`src/rtl/wake_seq_pkg.sv`:
```
package wake_seq_pkg;
   typedef enum logic [2:0] {
      ST_SLEEP    = 3'd0,
      ST_WAKE     = 3'd1,
      ST_INIT     = 3'd2,
      ST_WAIT_ACK = 3'd3,
      ST_STANDBY  = 3'd4
   } wake_state_e;
endpackage

```
`src/rtl/wake_sync.sv`:
```
module wake_sync #(
   parameter int STAGES = 2
) (
   input  logic clk,
   input  logic rst,
   input  logic d,
   output logic q
);
   logic [STAGES-1:0] stg;

   generate
      if (STAGES < 2) begin : g_bad
         $error("wake_sync: STAGES must be at least 2");
      end
   endgenerate

   always_ff @(posedge clk or posedge rst) begin
      if (rst) stg <= '0;
      else     stg <= {stg[STAGES-2:0], d};
   end

   assign q = stg[STAGES-1];
endmodule

```
`src/rtl/wake_low_meter.sv`:
```
module wake_low_meter #(
   parameter int TPULSE_MIN = 4,
   parameter int TSLEEP_MIN = 40
) (
   input  logic clk,
   input  logic rst,
   input  logic lvl,
   output logic pulse_ok,
   output logic sleep_req
);
   localparam int CW = $clog2(TSLEEP_MIN + 1);

   logic [CW-1:0] low_cnt;

   always_ff @(posedge clk or posedge rst) begin
      if (rst)                             low_cnt <= CW'(TSLEEP_MIN);
      else if (lvl)                        low_cnt <= '0;
      else if (low_cnt < CW'(TSLEEP_MIN))  low_cnt <= low_cnt + 1'b1;
   end

   assign sleep_req = !lvl && (low_cnt >= CW'(TSLEEP_MIN - 1));
   assign pulse_ok  = lvl && (low_cnt >= CW'(TPULSE_MIN)) && (low_cnt < CW'(TSLEEP_MIN));


   pulse_after_low_chk: assert property (@(posedge clk) disable iff (rst)
      pulse_ok |-> $past(!lvl));
endmodule

```
`src/rtl/wake_fsm.sv`:
```
module wake_fsm
   import wake_seq_pkg::*;
#(
   parameter int TWAKE = 3,
   parameter int TINIT = 64
) (
   input  logic        clk,
   input  logic        rst,
   input  logic        lvl,
   input  logic        ack_mode,
   input  logic        pulse_ok,
   input  logic        sleep_req,
   output wake_state_e state
);
   localparam int CMAX = (TWAKE > TINIT) ? TWAKE : TINIT;
   localparam int CW   = $clog2(CMAX + 1);

   wake_state_e   nxt;
   logic [CW-1:0] cnt;
   logic          armed;

   always_comb begin
      nxt = state;
      unique case (state)
         ST_SLEEP:    if (lvl) nxt = ST_WAKE;
         ST_WAKE:     if (cnt == CW'(TWAKE - 1)) nxt = ST_INIT;
         ST_INIT:     if (cnt == CW'(TINIT - 1)) nxt = ack_mode ? ST_WAIT_ACK : ST_STANDBY;
         ST_WAIT_ACK: if (pulse_ok && armed) nxt = ST_STANDBY;
         ST_STANDBY:  nxt = ST_STANDBY;
         default:     nxt = ST_SLEEP;
      endcase
      if (sleep_req && state != ST_SLEEP) nxt = ST_SLEEP;
   end

   always_ff @(posedge clk or posedge rst) begin
      if (rst) begin
         state <= ST_SLEEP;
         cnt   <= '0;
         armed <= 1'b0;
      end else begin
         state <= nxt;
         cnt   <= (nxt != state) ? '0 : cnt + 1'b1;
         armed <= (state == ST_WAIT_ACK && nxt == ST_WAIT_ACK) ? (armed | lvl) : 1'b0;
      end
   end


   sleep_exit_chk: assert property (@(posedge clk) disable iff (rst)
      (state == ST_SLEEP) |=> (state == ST_SLEEP || state == ST_WAKE));

   init_entry_chk: assert property (@(posedge clk) disable iff (rst)
      (state == ST_INIT && $past(state) != ST_INIT) |-> ($past(state) == ST_WAKE));

   ack_release_chk: assert property (@(posedge clk) disable iff (rst)
      (state == ST_STANDBY && $past(state) == ST_WAIT_ACK) |-> $past(pulse_ok));

   long_low_chk: assert property (@(posedge clk) disable iff (rst)
      sleep_req |=> (state == ST_SLEEP));
endmodule

```
`src/rtl/wake_handshake_seq.sv`:
```
module wake_handshake_seq
   import wake_seq_pkg::*;
#(
   parameter int SYNC_STAGES = 2,
   parameter int TWAKE       = 3,
   parameter int TINIT       = 64,
   parameter int TPULSE_MIN  = 4,
   parameter int TSLEEP_MIN  = 40
) (
   input  logic       clk,
   input  logic       por_i,
   input  logic       nsleep_i,
   input  logic       ack_mode_i,
   output logic       nfault_o,
   output logic [2:0] state_o
);
   generate
      if (TWAKE < 1 || TINIT < 1) begin : g_bad_time
         $error("wake_handshake_seq: TWAKE and TINIT must be positive");
      end
      if (TPULSE_MIN < 1 || TSLEEP_MIN <= TPULSE_MIN) begin : g_bad_pulse
         $error("wake_handshake_seq: need 1 <= TPULSE_MIN < TSLEEP_MIN");
      end
   endgenerate

   logic        lvl, pulse_ok, sleep_req;
   wake_state_e state;

   wake_sync #(.STAGES(SYNC_STAGES)) u_sync (
      .clk(clk), .rst(por_i), .d(nsleep_i), .q(lvl)
   );

   wake_low_meter #(.TPULSE_MIN(TPULSE_MIN), .TSLEEP_MIN(TSLEEP_MIN)) u_meter (
      .clk(clk), .rst(por_i), .lvl(lvl), .pulse_ok(pulse_ok), .sleep_req(sleep_req)
   );

   wake_fsm #(.TWAKE(TWAKE), .TINIT(TINIT)) u_fsm (
      .clk(clk), .rst(por_i), .lvl(lvl), .ack_mode(ack_mode_i),
      .pulse_ok(pulse_ok), .sleep_req(sleep_req), .state(state)
   );

   assign nfault_o = !(state == ST_INIT || state == ST_WAIT_ACK);
   assign state_o  = state;


   por_hold_chk: assert property (@(posedge clk)
      por_i |-> (nfault_o && state_o == 3'd0));
endmodule

```
`config.mk`:
```
export PLATFORM = sky130hd
export DESIGN_NAME = wake_handshake_seq
export DESIGN_NICKNAME = d
export VERILOG_FILES = /design/src/rtl/wake_seq_pkg.sv /design/src/rtl/wake_sync.sv /design/src/rtl/wake_low_meter.sv /design/src/rtl/wake_fsm.sv /design/src/rtl/wake_handshake_seq.sv
export SDC_FILE = /design/constraint.sdc
export NUM_CORES = 1
export LEC_CHECK = 0
export BUFFER_PORTS_ARGS = -buffer_cell sky130_fd_sc_hd__buf_2
export CAP_MARGIN = 20
export CORE_MARGIN = 5
export CORE_UTILIZATION = 35
export CTS_CLUSTER_SIZE = 20
export DETAILED_ROUTE_END_ITERATION = 12
export PLACE_DENSITY = 0.48
export SYNTH_ARGS = -nofsm -noshare
export SYNTH_HDL_FRONTEND = slang
export SYNTH_HIERARCHICAL = 1
export SYNTH_SLANG_ARGS = --single-unit
```
`constraint.sdc`:
```
create_clock -name clk -period 5.7 [get_ports clk]
set_input_delay 0.285 -clock clk [delete_from_list [all_inputs] [get_ports clk]]
set_output_delay 0.285 -clock clk [all_outputs]
set_load 0.05 [all_outputs]
```
== Word level (Yosys, flattened, before mapping) ==
Cells that the tools add are included.

* Logic and storage cells: 42
* Flip-flop bits (word level): 19
* Output and inout port bits: 4
* Bits of input ports: 4

* Mux-type cells: 11
* Reduce and logical (&&, ||, !) cells: 12
* Eq/ne operators: 8
* Add/sub/neg operators: 2
* Order comparisons: 3
* Bitwise operators: 1

{| class="wikitable"
|+ Operators with widths
! cell !! count
|-
| $mux W3 || 6
|-
| $pmux W3 S5 || 1
|-
| $mux W6 || 2
|-
| $eq A3 B2 Y1 const B || 3
|-
| $add A7 B1 Y7 const B || 1
|-
| $eq A7 B2 Y1 const B || 1
|-
| $eq A7 B6 Y1 const B || 1
|-
| $mux W7 || 1
|-
| $add A6 B1 Y6 const B || 1
|-
| $ge A6 B3 Y1 const B || 1
|-
| $ge A6 B6 Y1 const B || 1
|-
| $logic_and A1 B1 Y1 || 6
|-
| $lt A6 B6 Y1 const B || 1
|-
| $eq A3 B1 Y1 const B || 1
|-
| $eq A3 B3 Y1 const B || 1
|-
| $logic_not A3 Y1 || 1
|-
| $ne A3 B3 Y1 || 1
|-
| $reduce_bool A3 Y1 || 1
|-
| $logic_not A1 Y1 || 2
|-
| $reduce_bool A2 Y1 || 1
|-
| $logic_or A1 B1 Y1 || 1
|-
| $mux W1 || 1
|-
| $or A1 B1 Y1 || 1
|}

== Logic depth before layout (Yosys ltp) ==
* Depth in word-level cells: 10
* Gate-level depth with buffers: 7

== Hierarchy ==
The synthesis kept the hierarchy.

{| class="wikitable"
|+ Modules (own cells, without submodules)
! module !! area an instance (um^2) !! cells an instance !! instances
|-
| wake_fsm || 705.7 || 71 || 1
|-
| wake_low_meter || 332.8 || 35 || 1
|-
| wake_sync || 53.8 || 3 || 1
|-
| wake_handshake_seq || 6.3 || 1 || 1
|}

== Worst setup path before layout ==
OpenSTA, ideal clock, no wires.

* Kind: register to register
* Start point: register u_meter.low_cnt[0]
* End point: register u_fsm.cnt[2]
* Stages on the path, launching flop included: 8
* Library setup time: 138 ps
* Arrival time: 1,823 ps
* Slack: 3,739 ps
* Path through: dfrtp_1 ha_1 a211oi_1 nor3_1 inv_1 a32o_1 a311oi_4 nor3_1

* Elaborated cells between the ends (all ways): 13

{| class="wikitable"
|+ RTL lines
! item !! RTL line !! source
|-
| start, declared || wake_low_meter.sv:13 || <nowiki>logic [CW-1:0] low_cnt;</nowiki>
|-
| start signal, assigned || wake_low_meter.sv:16 || <nowiki>if (rst) low_cnt <= CW'(TSLEEP_MIN);</nowiki>
|-
| start signal, assigned || wake_low_meter.sv:18 || <nowiki>else if (low_cnt < CW'(TSLEEP_MIN)) low_cnt <= low_cnt + 1'b1;</nowiki>
|-
| $ge A6 B6 Y1 || wake_low_meter.sv:21 || <nowiki>assign sleep_req = !lvl && (low_cnt >= CW'(TSLEEP_MIN - 1));</nowiki>
|-
| $logic_and A1 B1 Y1 || wake_low_meter.sv:21 ||
|-
| net sleep_req || wake_handshake_seq.sv:26 || <nowiki>logic lvl, pulse_ok, sleep_req;</nowiki>
|-
| $logic_and A1 B1 Y1 || wake_fsm.sv:32 || <nowiki>if (sleep_req && state != ST_SLEEP) nxt = ST_SLEEP;</nowiki>
|-
| $mux W3 || wake_fsm.sv:32 ||
|-
| $ne A3 B3 Y1 || wake_fsm.sv:42 || <nowiki>cnt <= (nxt != state) ? '0 : cnt + 1'b1;</nowiki>
|-
| $mux W7 || wake_fsm.sv:42 ||
|-
| end signal, assigned || wake_fsm.sv:42 ||
|-
| end, declared || wake_fsm.sv:19 || <nowiki>logic [CW-1:0] cnt;</nowiki>
|}

The timed path passes the listed nets, and every way through them passes these cells.
A chain may end at the register's enable or synchronous reset.

== Worst setup path after layout ==
* Start point: register u_meter.low_cnt[0]
* End point: register u_fsm.cnt[3]

Same word-level chain as after synthesis.

==> qor.json <==
{
  "design.portCount": {"value": 8},
  "worst_setup_path_start_kind": {"value": "register"},
  "vias_per_cell": {"value": 5.067},
  "postSynthNetCount": {"value": 118},
  "placement_rows": {"value": 20},
  "clock_pin_slew_worst_setup_and_hold_paths": {"value": 0.12, "unit": "ns"},
  "fin_skew": {"value": 0.005284, "unit": "ns"},
  "routed_wirelength": {"value": 2193, "unit": "um"},
  "critical_path.endpoint_type": {"value": "register"},
  "grt_max_degree": {"value": 14},
  "layout.filler_cells": {"value": 318},
  "unrepaired_setup_endpoints_after_global_routing": {"value": "false"},
  "worst_r2r_endpoint": {"value": "u_fsm/cnt[3]"},
  "cts-root-to-sink-buffers": {"value": 2},
  "synth.top_cell.area_share": {"value": 0.3872},
  "maxCapViolations": {"value": 0},
  "synth_compound_gate_area_share": {"value": 0.1868},
  "ys_warn_count": {"value": 6},
  "tritoncts.num_buffers": {"value": 3},
  "netlist_top_cells_area": {"value": "sky130_fd_sc_hd__dfrtp_1 (39%), sky130_fd_sc_hd__dfstp_2 (4.8%), sky130_fd_sc_hd__ha_1 (4.6%), sky130_fd_sc_hd__nor2_1 (3.8%), sky130_fd_sc_hd__nor3_1 (3.2%)"},
  "buffer_ports.inserted": {"value": 7},
  "timing.hold.worst.class": {"value": "input pin to register"},
  "layout.cells.most_common_list": {"value": "sky130_fd_sc_hd__dfrtp_1 (17), sky130_fd_sc_hd__nor2_1 (11), sky130_fd_sc_hd__inv_1 (9), sky130_fd_sc_hd__buf_2 (7), sky130_fd_sc_hd__nor3_1 (7)"},
  "reg2reg_depth": {"value": 7},
  "ys_async_sr_fraction": {"value": 1.000},
  "gr-total-overflow": {"value": 0},
  "worstMarginPinSlew": {"value": 0.6229, "unit": "ns"},
  "detail_route.drc_violations": {"value": 0},
  "tritoncts": {"value": "yes"},
  "power.leakage": {"value": 0.5160, "unit": "nW"},
  "place.detailed.hpwl": {"value": 1612, "unit": "um"},
  "gr-usage-all-layers": {"value": 0.1146},
  "area_delta_synth_final": {"value": 10.14, "unit": "%"},
  "fraction_of_layout_instances_using_a_drive_strength_above_1": {"value": 0.1933},
  "hold_ws": {"value": 0.08209, "unit": "ns"},
  "dr.pass1.iters": {"value": 4},
  "worstPathMaxFanout": {"value": 7},
  "synth_top_family_by_area": {"value": "simple AND/OR/NAND/NOR gates"},
  "average_cell_area_after_synthesis": {"value": 9.987, "unit": "um^2"},
  "area_fraction_in_and_or_nand_and_nor_cells_after_synthesis": {"value": 0.2301},
  "ys_types": {"value": 41},
  "layout.cells.most_common": {"value": "sky130_fd_sc_hd__dfrtp_1"},
  "final-setup-viol-count": {"value": 0},
  "antenna_found_initial": {"value": 0},
  "number_of_synthesized_register_bits": {"value": 19},
  "max_slew_margin": {"value": 0.5816},
  "clockRootBuffer": {"value": "sky130_fd_sc_hd__clkbuf_4"},
  "path_class": {"value": "register to register"},
  "yosys_most_used_dff": {"value": "sky130_fd_sc_hd__dfrtp_1"},
  "synth_enable_flop_cells": {"value": 0},
  "drt_iter0_drc": {"value": 44},
  "antennaDiodeCount": {"value": 0},
  "wl_per_cell": {"value": 13.45, "unit": "um"},
  "total_die_area": {"value": 4359, "unit": "um^2"},
  "initial_utilization": {"value": 0.3628},
  "whs_path_depth": {"value": 1},
  "pwr_density_cell": {"value": 385.1, "unit": "nW/um^2"},
  "post-synth-top-area-cell": {"value": "sky130_fd_sc_hd__dfrtp_1"},
  "cp.required": {"value": 5.87, "unit": "ns"},
  "yosys.area_share.xor_xnor": {"value": 0.04784},
  "cts_max_level": {"value": 1},
  "grt_pass1_vias": {"value": 804},
  "peakVddDrop": {"value": 0.1676, "unit": "mV"},
  "r2r_startpoint": {"value": "u_meter/low_cnt[0]"},
  "post_cts_setup_repair_buffer_count": {"value": 0},
  "synth_sequential_area_ratio": {"value": 0.4351},
  "die_x": {"value": 66.03, "unit": "um"},
  "grt_pass1_wl": {"value": 3788, "unit": "um"},
  "via_count": {"value": 826},
  "syn_inst": {"value": 110},
  "min_tclk_post_route": {"value": 2.345, "unit": "ns"},
  "finish.net_count": {"value": 128},
  "worstHoldEndpoint": {"value": "u_sync/stg[0]"},
  "ctsResizeCount": {"value": 0},
  "run_status": {"value": "completed"},
  "crit_arrival": {"value": 2.51, "unit": "ns"},
  "fp.coreArea": {"value": 3028, "unit": "um^2"},
  "routabilityCongestion": {"value": 0.8283},
  "synth.area.mux_share": {"value": 0.009112},
  "rrSetupSlack": {"value": 3.35, "unit": "ns"},
  "maxClockFrequency": {"value": 426.4, "unit": "MHz"},
  "final-hold-violation-count": {"value": 0},
  "maxSlewViolCount": {"value": 0},
  "insertion_delay": {"value": 0.30, "unit": "ns"},
  "final.period_utilization": {"value": 0.4114},
  "synth_fa_ha_area_frac": {"value": 0.04556},
  "synthesis.area": {"value": 1099, "unit": "um^2"},
  "setup_total_negative_slack": {"value": 0, "unit": "ns"},
  "hold_path_startpoint": {"value": "nsleep_i"},
  "tritoncts_num_sinks": {"value": 19},
  "fp.dieH": {"value": 66.03, "unit": "um"},
  "route.antenna.remaining_nets": {"value": 0}
}
flip-flops by register name, indices dropped and copies added, names as in the netlist:
register / cells
u_sync/stg: 2
u_fsm/cnt: 7
u_fsm/armed: 1
u_meter/low_cnt: 6
u_fsm/state: 3
Yosys cell counts (2+ instances only):
master / n
sky130_fd_sc_hd__dfrtp_1: 17
sky130_fd_sc_hd__nor2_1: 11
sky130_fd_sc_hd__inv_1: 9
sky130_fd_sc_hd__nor3_1: 7
sky130_fd_sc_hd__a21oi_1: 6
sky130_fd_sc_hd__nand3_1: 6
sky130_fd_sc_hd__ha_1: 4
sky130_fd_sc_hd__and3_1: 3
sky130_fd_sc_hd__nand2_1: 3
sky130_fd_sc_hd__xnor2_1: 3
sky130_fd_sc_hd__xor2_1: 3
sky130_fd_sc_hd__a211oi_1: 2
sky130_fd_sc_hd__a32o_1: 2
sky130_fd_sc_hd__dfstp_2: 2
sky130_fd_sc_hd__nand2b_1: 2
sky130_fd_sc_hd__o211ai_1: 2
sky130_fd_sc_hd__o21ai_0: 2
sky130_fd_sc_hd__o21ai_1: 2
sky130_fd_sc_hd__or2b_1: 2
area by class of cell:
class                      count  area [um^2]  share of cell area
clock buffer                   3        22.52             0.01861
clock inverter                 1        5.005            0.004137
inverter                       9        33.78             0.02792
multi-input combinational     79        570.5              0.4716
sequential                    19        478.0              0.3950
tap                           44        55.05             0.04550
timing repair buffer           8        45.04             0.03723
layer usage:
metal,share of wire,global-route usage,vias up
met3,0.041,0.02211,2
met5,0,0,-
met1,0.50,0.1540,397
met2,0.45,0.1765,11
li1,-,-,416
met4,0.0096,0.05330,0
worst max-delay path, cell delays in order, from the launching register on:
cell,delay [ns]
sky130_fd_sc_hd__dfrtp_1,0.41
sky130_fd_sc_hd__ha_1,0.23
sky130_fd_sc_hd__a211oi_1,0.09
sky130_fd_sc_hd__nor3_1,0.49
sky130_fd_sc_hd__inv_1,0.16
sky130_fd_sc_hd__a32o_1,0.29
sky130_fd_sc_hd__a311oi_4,0.42
sky130_fd_sc_hd__nor3_1,0.12
how the worst max path moves through the flow:
stage | from | slack [ns] | end | cells after the start
after global placement | u_meter/low_cnt[0] | 3.49 | u_fsm/cnt[2] | 7
after global routing | u_meter/low_cnt[0] | 3.18 | u_fsm/cnt[2] | 7
after CTS | u_meter/low_cnt[0] | 3.37 | u_fsm/cnt[3] | 7
after floorplan | u_meter/low_cnt[0] | 3.74 | u_fsm/cnt[2] | 7
final | u_meter/low_cnt[0] | 3.35 | u_fsm/cnt[3] | 7
after detailed placement | u_meter/low_cnt[0] | 3.38 | u_fsm/cnt[2] | 7
metrics by stage:
step,instances,util,total power [mW],setup WS [ns],cell area (um^2)
4_1_cts,163,0.3996,0.4719,3.372,1210
5_1_grt,163,0.3996,0.5004,3.179,1210
2_1_floorplan,110,-,0.3564,3.739,1099
6_report,163,0.3996,0.4660,3.355,1210
3_5_place_dp,158,0.3872,0.3984,3.385,1172
3_3_place_gp,158,0.3872,0.3954,3.493,1172
report_power, final:
part | switching [mW] | internal [mW] | total, mW
clock network | 0.0432 | 0.0261 | 0.0693
registers | 0.0330 | 0.158 | 0.191
logic | 0.129 | 0.0766 | 0.206
total | 0.206 | 0.260 | 0.466
kinds of logic after synthesis:
logic type,Yosys count
and+or+nand+nor,44
AOI/OAI and AO/OA,24
DFF,19
xor gates and xnor gates,6
adders and majority gates,4
buffers and inverters,12
muxes,1
repair_timing:
action	4_1_cts	5_1_grt
endpoints found under the hold margin	17	0
setup endpoints to repair	0	0
hold buffers	1	0
(Power assumes the default switching activity.)
